--- src/rtl/hpt_pkg.sv ---
package hpt_pkg;
  localparam int PA_W   = 32;
  localparam int VSID_W = 24;
  localparam int PIDX_W = 16;
  localparam int HASH_W = 19;
  localparam int API_W  = 6;
  localparam int ENT_B  = 8;
  localparam int PTE_W  = 64;

  // upper half of an entry: {valid, vsid, pass, api}
  typedef struct packed {
    logic              v;
    logic [VSID_W-1:0] vsid;
    logic              h;
    logic [API_W-1:0]  api;
  } pte_key_t;

  typedef enum logic [2:0] {
    ST_IDLE,
    ST_HOLD,
    ST_ISSUE,
    ST_WAIT,
    ST_DONE
  } walk_st_e;
endpackage

--- src/rtl/hpt_hash.sv ---
module hpt_hash
  import hpt_pkg::*;
#(
  parameter int GRP_SH = 6
) (
  input  logic [HASH_W-1:0]    vsid_lo_i,
  input  logic [PIDX_W-1:0]    epi_i,
  input  logic                 sec_i,
  input  logic [PA_W-1:GRP_SH] org_i,
  input  logic [HASH_W-1:0]    mask_i,
  output logic [PA_W-1:0]      base_o
);
  localparam int OW = PA_W - GRP_SH;

  logic [HASH_W-1:0] prim_hash;
  logic [HASH_W-1:0] use_hash;

  always_comb begin
    prim_hash = vsid_lo_i ^ HASH_W'(epi_i);
    use_hash  = sec_i ? ~prim_hash : prim_hash;
    base_o    = {org_i | OW'(use_hash & mask_i), {GRP_SH{1'b0}}};
  end
endmodule

--- src/rtl/hpt_match.sv ---
module hpt_match
  import hpt_pkg::*;
(
  input  pte_key_t           ent_i,
  input  logic [VSID_W-1:0]  vsid_i,
  input  logic [API_W-1:0]   api_i,
  input  logic               pass_i,
  output logic               hit_o
);
  always_comb begin
    hit_o = ent_i.v && (ent_i.vsid == vsid_i) && (ent_i.api == api_i)
            && (ent_i.h == pass_i);
  end
endmodule

--- src/rtl/hpt_walker.sv ---
module hpt_walker
  import hpt_pkg::*;
#(
  parameter int ENT_N  = 8,
  parameter int STAT_W = 32
) (
  input  logic                  clk,
  input  logic                  rst_n,
  input  logic                  req_valid_i,
  output logic                  req_ready_o,
  input  logic                  req_spec_i,
  input  logic                  req_required_i,
  input  logic                  req_is_inst_i,
  input  logic [VSID_W-1:0]     req_vsid_i,
  input  logic [PIDX_W-1:0]     req_epi_i,
  input  logic [PA_W-1:$clog2(ENT_N*ENT_B)] table_org_i,
  input  logic [HASH_W-1:0]     table_mask_i,
  output logic                  mem_req_valid_o,
  input  logic                  mem_req_ready_i,
  output logic [PA_W-1:0]       mem_req_addr_o,
  input  logic                  mem_rsp_valid_i,
  input  logic [PTE_W-1:0]      mem_rsp_data_i,
  output logic                  done_o,
  input  logic                  done_ack_i,
  output logic                  hit_o,
  output logic [PTE_W-1:0]      pte_o,
  output logic [STAT_W-1:0]     inst_fault_o,
  output logic [STAT_W-1:0]     data_fault_o
);
  localparam int GRP_SH = $clog2(ENT_N * ENT_B);
  localparam int ENT_SH = $clog2(ENT_B);
  localparam int IDX_W  = $clog2(ENT_N);
  localparam logic [IDX_W-1:0] IDX_LAST = IDX_W'(ENT_N - 1);
  localparam logic [STAT_W-1:0] FLT_BIT = STAT_W'(2);

  // reset: asserted asynchronously, released on a clock edge
  logic [1:0] rst_sync_q;
  logic       rst_ni;
  always_ff @(posedge clk or negedge rst_n) begin
    if (!rst_n) rst_sync_q <= 2'b00;
    else        rst_sync_q <= {rst_sync_q[0], 1'b1};
  end
  assign rst_ni = rst_sync_q[1];

  walk_st_e          st_q, st_d;
  logic [VSID_W-1:0] vsid_q;
  logic [PIDX_W-1:0] epi_q;
  logic              inst_q;
  logic              sec_q, sec_d;
  logic [IDX_W-1:0]  idx_q, idx_d;
  logic              hit_q, hit_d;
  logic [PTE_W-1:0]  pte_q;
  logic [STAT_W-1:0] ifl_q, ifl_d, dfl_q, dfl_d;
  logic              cap_en, pte_en;

  logic [PA_W-1:0]   grp_base;
  logic              ent_hit;

  hpt_hash #(.GRP_SH(GRP_SH)) u_hash (
    .vsid_lo_i (vsid_q[HASH_W-1:0]),
    .epi_i     (epi_q),
    .sec_i     (sec_q),
    .org_i     (table_org_i),
    .mask_i    (table_mask_i),
    .base_o    (grp_base)
  );

  hpt_match u_match (
    .ent_i  (pte_key_t'(mem_rsp_data_i[PTE_W-1:PTE_W/2])),
    .vsid_i (vsid_q),
    .api_i  (epi_q[PIDX_W-1 -: API_W]),
    .pass_i (sec_q),
    .hit_o  (ent_hit)
  );

  // next-state logic
  always_comb begin
    st_d   = st_q;
    sec_d  = sec_q;
    idx_d  = idx_q;
    hit_d  = hit_q;
    ifl_d  = ifl_q;
    dfl_d  = dfl_q;
    cap_en = 1'b0;
    pte_en = 1'b0;
    unique case (st_q)
      ST_IDLE: if (req_valid_i) begin
        cap_en = 1'b1;
        sec_d  = 1'b0;
        idx_d  = '0;
        hit_d  = 1'b0;
        ifl_d  = '0;
        dfl_d  = '0;
        st_d   = req_spec_i ? ST_HOLD : ST_ISSUE;
      end
      ST_HOLD:  if (req_required_i) st_d = ST_ISSUE;
      ST_ISSUE: if (mem_req_ready_i) st_d = ST_WAIT;
      ST_WAIT: if (mem_rsp_valid_i) begin
        if (ent_hit) begin
          hit_d  = 1'b1;
          pte_en = 1'b1;
          st_d   = ST_DONE;
        end else if (idx_q != IDX_LAST) begin
          idx_d = idx_q + IDX_W'(1);
          st_d  = ST_ISSUE;
        end else if (!sec_q) begin
          sec_d = 1'b1;
          idx_d = '0;
          st_d  = ST_ISSUE;
        end else begin
          if (inst_q) ifl_d = FLT_BIT;
          else        dfl_d = FLT_BIT;
          st_d = ST_DONE;
        end
      end
      ST_DONE:  if (done_ack_i) st_d = ST_IDLE;
      default:  st_d = ST_IDLE;
    endcase
  end

  // control registers
  always_ff @(posedge clk or negedge rst_ni) begin
    if (!rst_ni) begin
      st_q  <= ST_IDLE;
      sec_q <= 1'b0;
      idx_q <= '0;
      hit_q <= 1'b0;
      ifl_q <= '0;
      dfl_q <= '0;
    end else begin
      st_q  <= st_d;
      sec_q <= sec_d;
      idx_q <= idx_d;
      hit_q <= hit_d;
      ifl_q <= ifl_d;
      dfl_q <= dfl_d;
    end
  end

  // datapath registers with explicit enables
  always_ff @(posedge clk or negedge rst_ni) begin
    if (!rst_ni) begin
      vsid_q <= '0;
      epi_q  <= '0;
      inst_q <= 1'b0;
    end else if (cap_en) begin
      vsid_q <= req_vsid_i;
      epi_q  <= req_epi_i;
      inst_q <= req_is_inst_i;
    end
  end

  always_ff @(posedge clk or negedge rst_ni) begin
    if (!rst_ni)     pte_q <= '0;
    else if (pte_en) pte_q <= mem_rsp_data_i;
  end

  assign req_ready_o     = (st_q == ST_IDLE);
  assign mem_req_valid_o = (st_q == ST_ISSUE);
  assign mem_req_addr_o  = grp_base | (PA_W'(idx_q) << ENT_SH);
  assign done_o          = (st_q == ST_DONE);
  assign hit_o           = hit_q;
  assign pte_o           = pte_q;
  assign inst_fault_o    = ifl_q;
  assign data_fault_o    = dfl_q;


  req_hold_chk: assert property (@(posedge clk) disable iff (!rst_ni)
    mem_req_valid_o && !mem_req_ready_i |=> mem_req_valid_o && $stable(mem_req_addr_o));

  addr_align_chk: assert property (@(posedge clk) disable iff (!rst_ni)
    mem_req_valid_o |-> mem_req_addr_o[ENT_SH-1:0] == '0);

  hit_clean_chk: assert property (@(posedge clk) disable iff (!rst_ni)
    done_o && hit_o |-> (inst_fault_o == '0) && (data_fault_o == '0));

  fault_one_chk: assert property (@(posedge clk) disable iff (!rst_ni)
    done_o && !hit_o |-> $countones({inst_fault_o[1], data_fault_o[1]}) == 1);

  spec_park_chk: assert property (@(posedge clk) disable iff (!rst_ni)
    st_q == ST_HOLD |-> !mem_req_valid_o);

  done_hold_chk: assert property (@(posedge clk) disable iff (!rst_ni)
    done_o && !done_ack_i |=> done_o && $stable(pte_o) && $stable(hit_o));

  done_quiet_chk: assert property (@(posedge clk) disable iff (!rst_ni)
    done_o |-> !mem_req_valid_o && !req_ready_o);
endmodule

--- config.mk ---
export PLATFORM = sky130hd
export DESIGN_NAME = hpt_walker
export DESIGN_NICKNAME = d
export VERILOG_FILES = /design/src/rtl/hpt_pkg.sv /design/src/rtl/hpt_hash.sv /design/src/rtl/hpt_match.sv /design/src/rtl/hpt_walker.sv
export SDC_FILE = /design/constraint.sdc
export NUM_CORES = 1
export LEC_CHECK = 0
export BUFFER_PORTS_ARGS = -buffer_cell sky130_fd_sc_hd__buf_2
export CAP_MARGIN = 20
export CORE_AREA = 2 2 125 127
export CTS_BUF_LIST = sky130_fd_sc_hd__clkbuf_4 sky130_fd_sc_hd__clkbuf_8 sky130_fd_sc_hd__clkbuf_16
export CTS_CLUSTER_DIAMETER = 150
export DETAILED_ROUTE_END_ITERATION = 8
export DIE_AREA = 0 0 127 129
export PLACE_DENSITY = 0.72
export SYNTH_ARGS = -nofsm -noshare
export SYNTH_HDL_FRONTEND = slang
export SYNTH_SLANG_ARGS = --single-unit
--- constraint.sdc ---
create_clock -name clk -period 4.4 [get_ports clk]
set_input_delay 0.44 -clock clk [delete_from_list [all_inputs] [get_ports clk]]
set_output_delay 0.44 -clock clk [all_outputs]
set_load 0.05 [all_outputs]
==> summary.md, run 1 <==
| Metric | Value |
|---|---|
| Status | finished, final reports clean |
| Critical path fanouts, max | 48 |
| Post-Syn Area per Cell | 10.73 um^2 |
| Fmax | 0.3419 GHz |
| Total power | 4.545 mW |
| ANT nets after route | 0 |
| Setup Skew | 0.004710 ns |
| Cells after Synth | 549 |
| Hold Crit Class | in2reg |
| IO buf count | 242 |
| Number of H-tree levels | 4 |
| Mean routed wirelength per cell | 14.92 um |
| Setup TNS Final | 0 ns |
| VDD IR max | 0.2963 mV |
| Slew Viols, Final | 0 |
| GRT Util Overall | 17.90% |
| Worst setup path category | reg2reg |
| Residual DRC | 0 |
| Sequential area share after synthesis | 49.68% |
| Crit start category | flip-flop |
| Worst-path clk slew | 0.05 ns |
| Initial antenna violation count | 0 |
| Most area-hungry cell type in the Yosys netlist | dfrtp_1 |
| Site Rows | 45 |
| Most frequent cell after synthesis | nand2_1 |
| Detailed Place HPWL | 10,950 um |
| Crit-path slowest cell | nor4_1 |
| Post-synth ARST share | 100.0% |
| Filler instances | 1,406 |
| Netlist Area Pre-Place | 5893 um^2 |
| GRT overflow | 0 |
| Predominant post-synthesis flop cell | dfrtp_1 |
| Final setup fails | 0 |
| FF+latch area | 2932 um^2 |
| Vias in the first global route | 4,309 |
| Die width | 127 um |
| Clk Tree Root Cell | clkbuf_16 |
| Arrival time at the worst endpoint | 3.22 ns |
| Leak | 4.359 nW |
| Yosys top cell area share | 49.68% |
| Final Hold Fails | 0 |
| Max_cap viols | 0 |
| Antenna diodes | 0 |
| P&R area growth vs syn | 30.00% |
| Net count, final | 946 |
| Worst slew pin tran | 1.043 ns |
| Placer Congestion | 0.7580 |
| Crit path largest cell delay | 0.49 ns |
| Netlist cell types | 40 |
| Die Y-Extent | 129 um |
| Crit path cell chain | xnor2_1 > nand4_1 > nor4_1 > nand3_1 > nor2_4 > buf_12 > mux2_2 |
| Synthesized flop and latch total | 117 |
| DR vias | 4,493 |
| RSZ-0062 raised after global routing | no |
| CP Data Required Time | 4.69 ns |
| Post-synth top cells | 122 x nand2_1, 117 x dfrtp_1, 73 x buf_4 |
| Part of the cycle the worst path needs | 66.47% |
| First-pass GRT wire length | 22,320 um |
| Share of layout cells above drive strength 1 | 37.42% |
| CTS tree | built |
| Post-synth EDFFs | 0 |
| Via/cell ratio | 4.552 |
| Clk_lat worst skew | 0.41 ns |
| Clock Sinks | 117 |
| Drt pass-1 iters | 4 |
| IO Pins | 322 |
| Post-route minimum period | 2.925 ns |
| Starting Density | 39.35% |
| Maximum number of pins on one net before global-route repair | 50 |
| Synth top area cells | dfrtp_1 50%, buf_4 9.3%, mux2_1 9.2%, xnor2_1 8.5%, nand2_1 7.8% |
| DRT Wirelength | 14,730 um |
| Nature of the critical path endpoint | flip-flop |
| Clock buffer depth | 2 |
| PD cells | 593.3 nW/um^2 |
| TritonCTS buffer count | 17 |
| Syn. warnings | 0 |
| CORE AREA | 14,980 um^2 |
| Die ar. | 16,380 um^2 |
| Slew headroom | 30.48% |
| DRT iter0 DRCs | 179 |
| Multi-input logic area | 2527 um^2 |
## cell type report
class                           instances  area share (%)
Clock buffer                           24           6.647
Clock inverter                          8           2.188
Inverter                                7          0.3430
Multi-Input combinational cell        396           32.99
Sequential cell                       117           38.27
Tap cell                              188           3.070
Timing Repair Buffer                  247           16.50
## per-layer routing
metal	global-route usage, %	vias up	routed length (um)
li1	-	2147	-
met1	21.67	2121	6076
met2	30.23	207	7237
met3	6.112	18	1157
met4	5.818	0	257
met5	0	-	0
## stage by stage
stage | std cells | worst slack, ns | hold slack, ns | utilization, % | area, um^2
after CTS | 987 | 1.387 | 0.2020 | 51.15 | 7661
after global placement | 954 | 1.316 | 0.2299 | 46.57 | 6974
final | 987 | 1.475 | 0.2205 | 51.15 | 7661
after global routing | 987 | 1.263 | 0.2062 | 51.15 | 7661
after floorplan | 613 | 0.8992 | 0.1444 | - | 6133
after detailed placement | 954 | 1.246 | 0.2289 | 46.57 | 6974
## cell usage in the layout, fill, tap and decap left out, drive strengths merged, types with 5 or more instances in the layout
cell,count
nand2,122
o21ai,8
nand4,5
bufinv,5
xnor2,57
nor2,7
a21o,21
mux2,63
buf,246
clkbuf,24
nand3,5
inv,7
conb,66
dfrtp,117
## sequential cells by signal, summed over array words and instances (netlist names)
signal        count
inst_fault_o      1
epi_q            16
sec_q             1
inst_q            1
hit_o             1
vsid_q           24
pte_o            64
rst_sync_q        2
idx_q             3
st_q              3
data_fault_o      1
## power by group
part	switching (mW)	total [mW]	internal, mW
clock	0.476	1.57	1.09
combinational	0.949	1.51	0.559
sequential	0.203	1.47	1.27
total	1.63	4.55	2.92
## cell families (layout without fill, tap and decap cells)
group,count (synthesis),in the layout,share of synthesized area [%]
AOI/OAI and AO/OA,43,43,5.223
xor gates and xnor gates,61,61,9.066
adders and majority gates,2,2,0.4246
buffers and inverters,100,286,11.70
DFF,117,117,49.68
muxes,66,66,12.55
other,2,66,0.1274
and+or+nand+nor,158,158,11.23
## worst max-delay path, delay by kind of cell, from the launching register on
| kind | cells | cell delay, ns |
|---|---|---|
| multiplexers | 1 | 0.37 |
| flip-flops | 1 | 0.41 |
| AND/OR/NAND/NOR | 4 | 1.31 |
| XOR/XNOR | 1 | 0.34 |
| buffers and inverters | 1 | 0.34 |
## path summary, 6_finish.rpt
| check | slack (ns) | to | cells past startpoint | startpoint |
|---|---|---|---|---|
| hold reg to reg | 0.28 | vsid_q[21] | 0 | rst_sync_q[1] |
| setup reg to reg | 1.48 | pte_o[26] | 7 | vsid_q[17] |
| hold / removal | 0.22 | vsid_q[18] | 3 | req_vsid_i[18] |
| setup / recovery | 1.48 | pte_o[26] | 7 | vsid_q[17] |
| min in group asynchronous | 0.28 | vsid_q[21] | 0 | rst_sync_q[1] |
| max in group asynchronous | 3.17 | data_fault_o[1] | 1 | rst_sync_q[1] |
## what timing repair did
action	4_1_cts	5_1_grt
buffers inserted	0	0
endpoints found under the hold margin	2	0
hold buffers	1	0
endpoints found under the setup margin	0	0
resized for setup	0	0
No activity file was read; power rests on OpenSTA's default activity.
==> inputs of run 2 (changes only) <==
==> constraint.sdc (replaced) <==
create_clock -name clk -period 3 [get_ports clk]
set_input_delay 0.3 -clock clk [delete_from_list [all_inputs] [get_ports clk]]
set_output_delay 0.3 -clock clk [all_outputs]
set_load 0.05 [all_outputs]
==> run 2 against run 1 <==
  * Clock power up 31%
  * Critical path depth did not move
  * Utilization is 0.25 points lower
  * Sequential power grew 47%
  * Highest routed layer is now met5
  * Sequential share of layout area rose by 0.19 points
  * Clock skew grew 0.0066 ns
  * Setup slack lost 1.1 ns
  * Final cell count grew 0.61%
==> summary.md, run 2 (synthesis results as in run 1) <==
| Metric | Value |
|---|---|
| TritonCTS buffer count | 17 (unchanged) |
| Part of the cycle the worst path needs | 85.91% (+19 points) |
| CP Depth | 7 (unchanged) |
| GRT overflow | 0 (unchanged) |
| Worst slew pin tran | 0.8380 ns (-0.2049 ns) |
| Clock share of power | 31.9% (-2.6 points) |
| Top delay family on crit path | simple AND/OR/NAND/NOR gates |
| Share of layout cells above drive strength 1 | 37.81% (+0.39 points) |
| Die Y-Extent | 129 um (unchanged) |
| # Post-CTS Setup Buffers | 0 (unchanged) |
| Net count, final | 951 (+0.53%) |
| Comb pwr share | 34.5% (+1.3 points) |
| Hold Crit Class | in2reg |
| Worst Slack Setup Final | 0.4226 ns (-1.053 ns) |
| Crit-path slowest cell | nor4_1 |
| CORE AREA | 14,980 um^2 (unchanged) |
| Most frequent cells in the layout | 242 x buf_2, 121 x nand2_1, 116 x dfrtp_1 |
| Via/cell ratio | 4.488 (-1.4%) |
| IO Pins | 322 (unchanged) |
| DR vias | 4,457 (-0.80%) |
| DRT iter0 DRCs | 215 (+20%) |
| CP Data Required Time | 3.29 ns (-1.40 ns) |
| Clock Sinks | 117 (unchanged) |
| Switch Pwr | 2.424 mW (+49%) |
| Crit path largest cell delay | 0.56 ns (+0.07 ns) |
| PD cells | 842.4 nW/um^2 (+42%) |
| Residual DRC | 0 (unchanged) |
| Number of buffers and inverters on the critical path | 1 (unchanged) |
| Place WS | 0.3803 ns (-0.8653 ns) |
| Total power | 6.422 mW (+41%) |
| DRT Wirelength | 15,130 um (+2.7%) |
| Power share of the sequential group | 33.7% (+1.4 points) |
| Setup TNS Final | 0 ns (unchanged) |
| Clock buffer depth | 2 (unchanged) |
| Int Pwr | 3.998 mW (+37%) |
| Status | finished, final reports clean |
| Fmax | 0.3880 GHz (+13%) |
| Critical path fanouts, max | 20 (-58%) |
| Slew Viols, Final | 0 (unchanged) |
| Vias in the first global route | 4,396 (+2.0%) |
| Setup Skew | 0.01130 ns (+0.006591 ns) |
| Leak | 4.331 nW (-0.65%) |
| Initial antenna violation count | 2 (+2) |
| Site Rows | 45 (unchanged) |
| Switching share of total power | 37.75% (+1.9 points) |
| RSZ-0062 raised after global routing | no |
| Placer Congestion | 0.7572 (-0.11%) |
| Post-route minimum period | 2.577 ns (-0.3475 ns) |
| Mean routed wirelength per cell | 15.24 um (+2.1%) |
| Clk_lat worst skew | 0.42 ns (about the same) |
| Clk Tree Root Cell | clkbuf_16 |
| P&R area growth vs syn | 29.36% |
| Placed cells | 959 (+0.52%) |
| Final Non-Filler Cells | 993 (+0.61%) |
| Worst-case reg-to-reg path depth | 7 (unchanged) |
| Worst setup path category | reg2reg |
| Final setup fails | 0 (unchanged) |
| Detailed Place HPWL | 11,370 um (+3.8%) |
| IO buf count | 242 (unchanged) |
| Maximum number of pins on one net before global-route repair | 65 (+30%) |
| Max FFs per register | 64 (unchanged) |
| VDD IR max | 0.3952 mV (+33%) |
| GRT Util Overall | 18.96% (+1.1 points) |
| Die width | 127 um (unchanged) |
| Arrival time at the worst endpoint | 2.87 ns (-0.35 ns) |
| CTS tree | built |
| Worst-path clk slew | 0.06 ns (about the same) |
| ANT nets after route | 0 (unchanged) |
| Nature of the critical path endpoint | flip-flop |
| WHS Path Cells | 3 (unchanged) |
| Commonest non-fill, non-tap cell in the layout | buf_2 |
| Slew headroom | 44.14% (+14 points) |
| First-pass GRT wire length | 23,290 um (+4.3%) |
| Number of H-tree levels | 4 (unchanged) |
| Drt pass-1 iters | 4 (unchanged) |
| Filler instances | 1,384 (-1.6%) |
| Hold slack final | 0.06813 ns (-0.1524 ns) |
| Max_cap viols | 0 (unchanged) |
| Final Hold Fails | 0 (unchanged) |
| Crit path cell chain | xnor2_1 > nand4_1 > nor4_1 > nand3_1 > nor2_4 > buf_4 > mux2_1 |
| Die ar. | 16,380 um^2 (unchanged) |
| Starting Density | 39.35% (unchanged) |
| Crit start category | flip-flop |
-- run 2: path summary, 6_finish.rpt --
path	start	endpoint	slack, ns
worst max-delay path	vsid_q[17]	pte_o[14]	0.42
min in group asynchronous	rst_n	rst_sync_q[0]	0.21
worst max register to register	vsid_q[17]	pte_o[14]	0.42
worst min register to register	rst_sync_q[0]	rst_sync_q[1]	0.35
worst min-delay path	req_vsid_i[13]	vsid_q[13]	0.07
max in group asynchronous	rst_sync_q[1]	pte_o[25]	1.70
-- run 2: what timing repair did --
action,CTS,global route
resized for setup,0,0
hold endpoints to repair,2,0
hold buffers,1,0
-- run 2: layer usage --
layer	GRT usage, %	part of all wire [%]	up-vias
li1	-	-	2150
met1	22.96	42	2093
met2	31.66	50	192
met3	6.528	7.1	20
met4	6.787	1.3	2
met5	0	0.046	-
-- run 2: area by class of cell --
| cell class | count | area [um^2] | share of cell area, % |
|---|---|---|---|
| diodes | 1 | 2.502 | 0.03282 |
| repair buffers | 252 | 1301 | 17.07 |
| clock buffers | 18 | 439.2 | 5.761 |
| inverters | 7 | 26.28 | 0.3447 |
| clock inverters | 14 | 160.2 | 2.101 |
| multi-input cells | 396 | 2527 | 33.15 |
| flip-flops and latches | 117 | 2932 | 38.45 |
| well taps | 188 | 235.2 | 3.086 |
-- run 2: power groups by stage --
stage,Sequential (mW),Clock (mW),Combinational (mW)
floorplan,2.20,0,1.76
global placement,2.18,0,2.23
detailed placement,2.19,0,2.23
CTS,2.16,2.09,2.25
global route,2.21,2.18,2.42
finish,2.16,2.05,2.21
-- run 2: tightest hold or removal path: stages --
cell,delay (ns)
buf_2,0.07
nand2_1,0.04
nand2_1,0.04
-- run 2: through the flow --
| stage | utilization [%] | area [um^2] |
|---|---|---|
| 2_1_floorplan | - | 6135 |
| 3_3_place_gp | 46.82 | 7012 |
| 3_5_place_dp | 46.82 | 7012 |
| 4_1_cts | 50.89 | 7621 |
| 5_1_grt | 50.90 | 7624 |
| 6_report | 50.90 | 7624 |
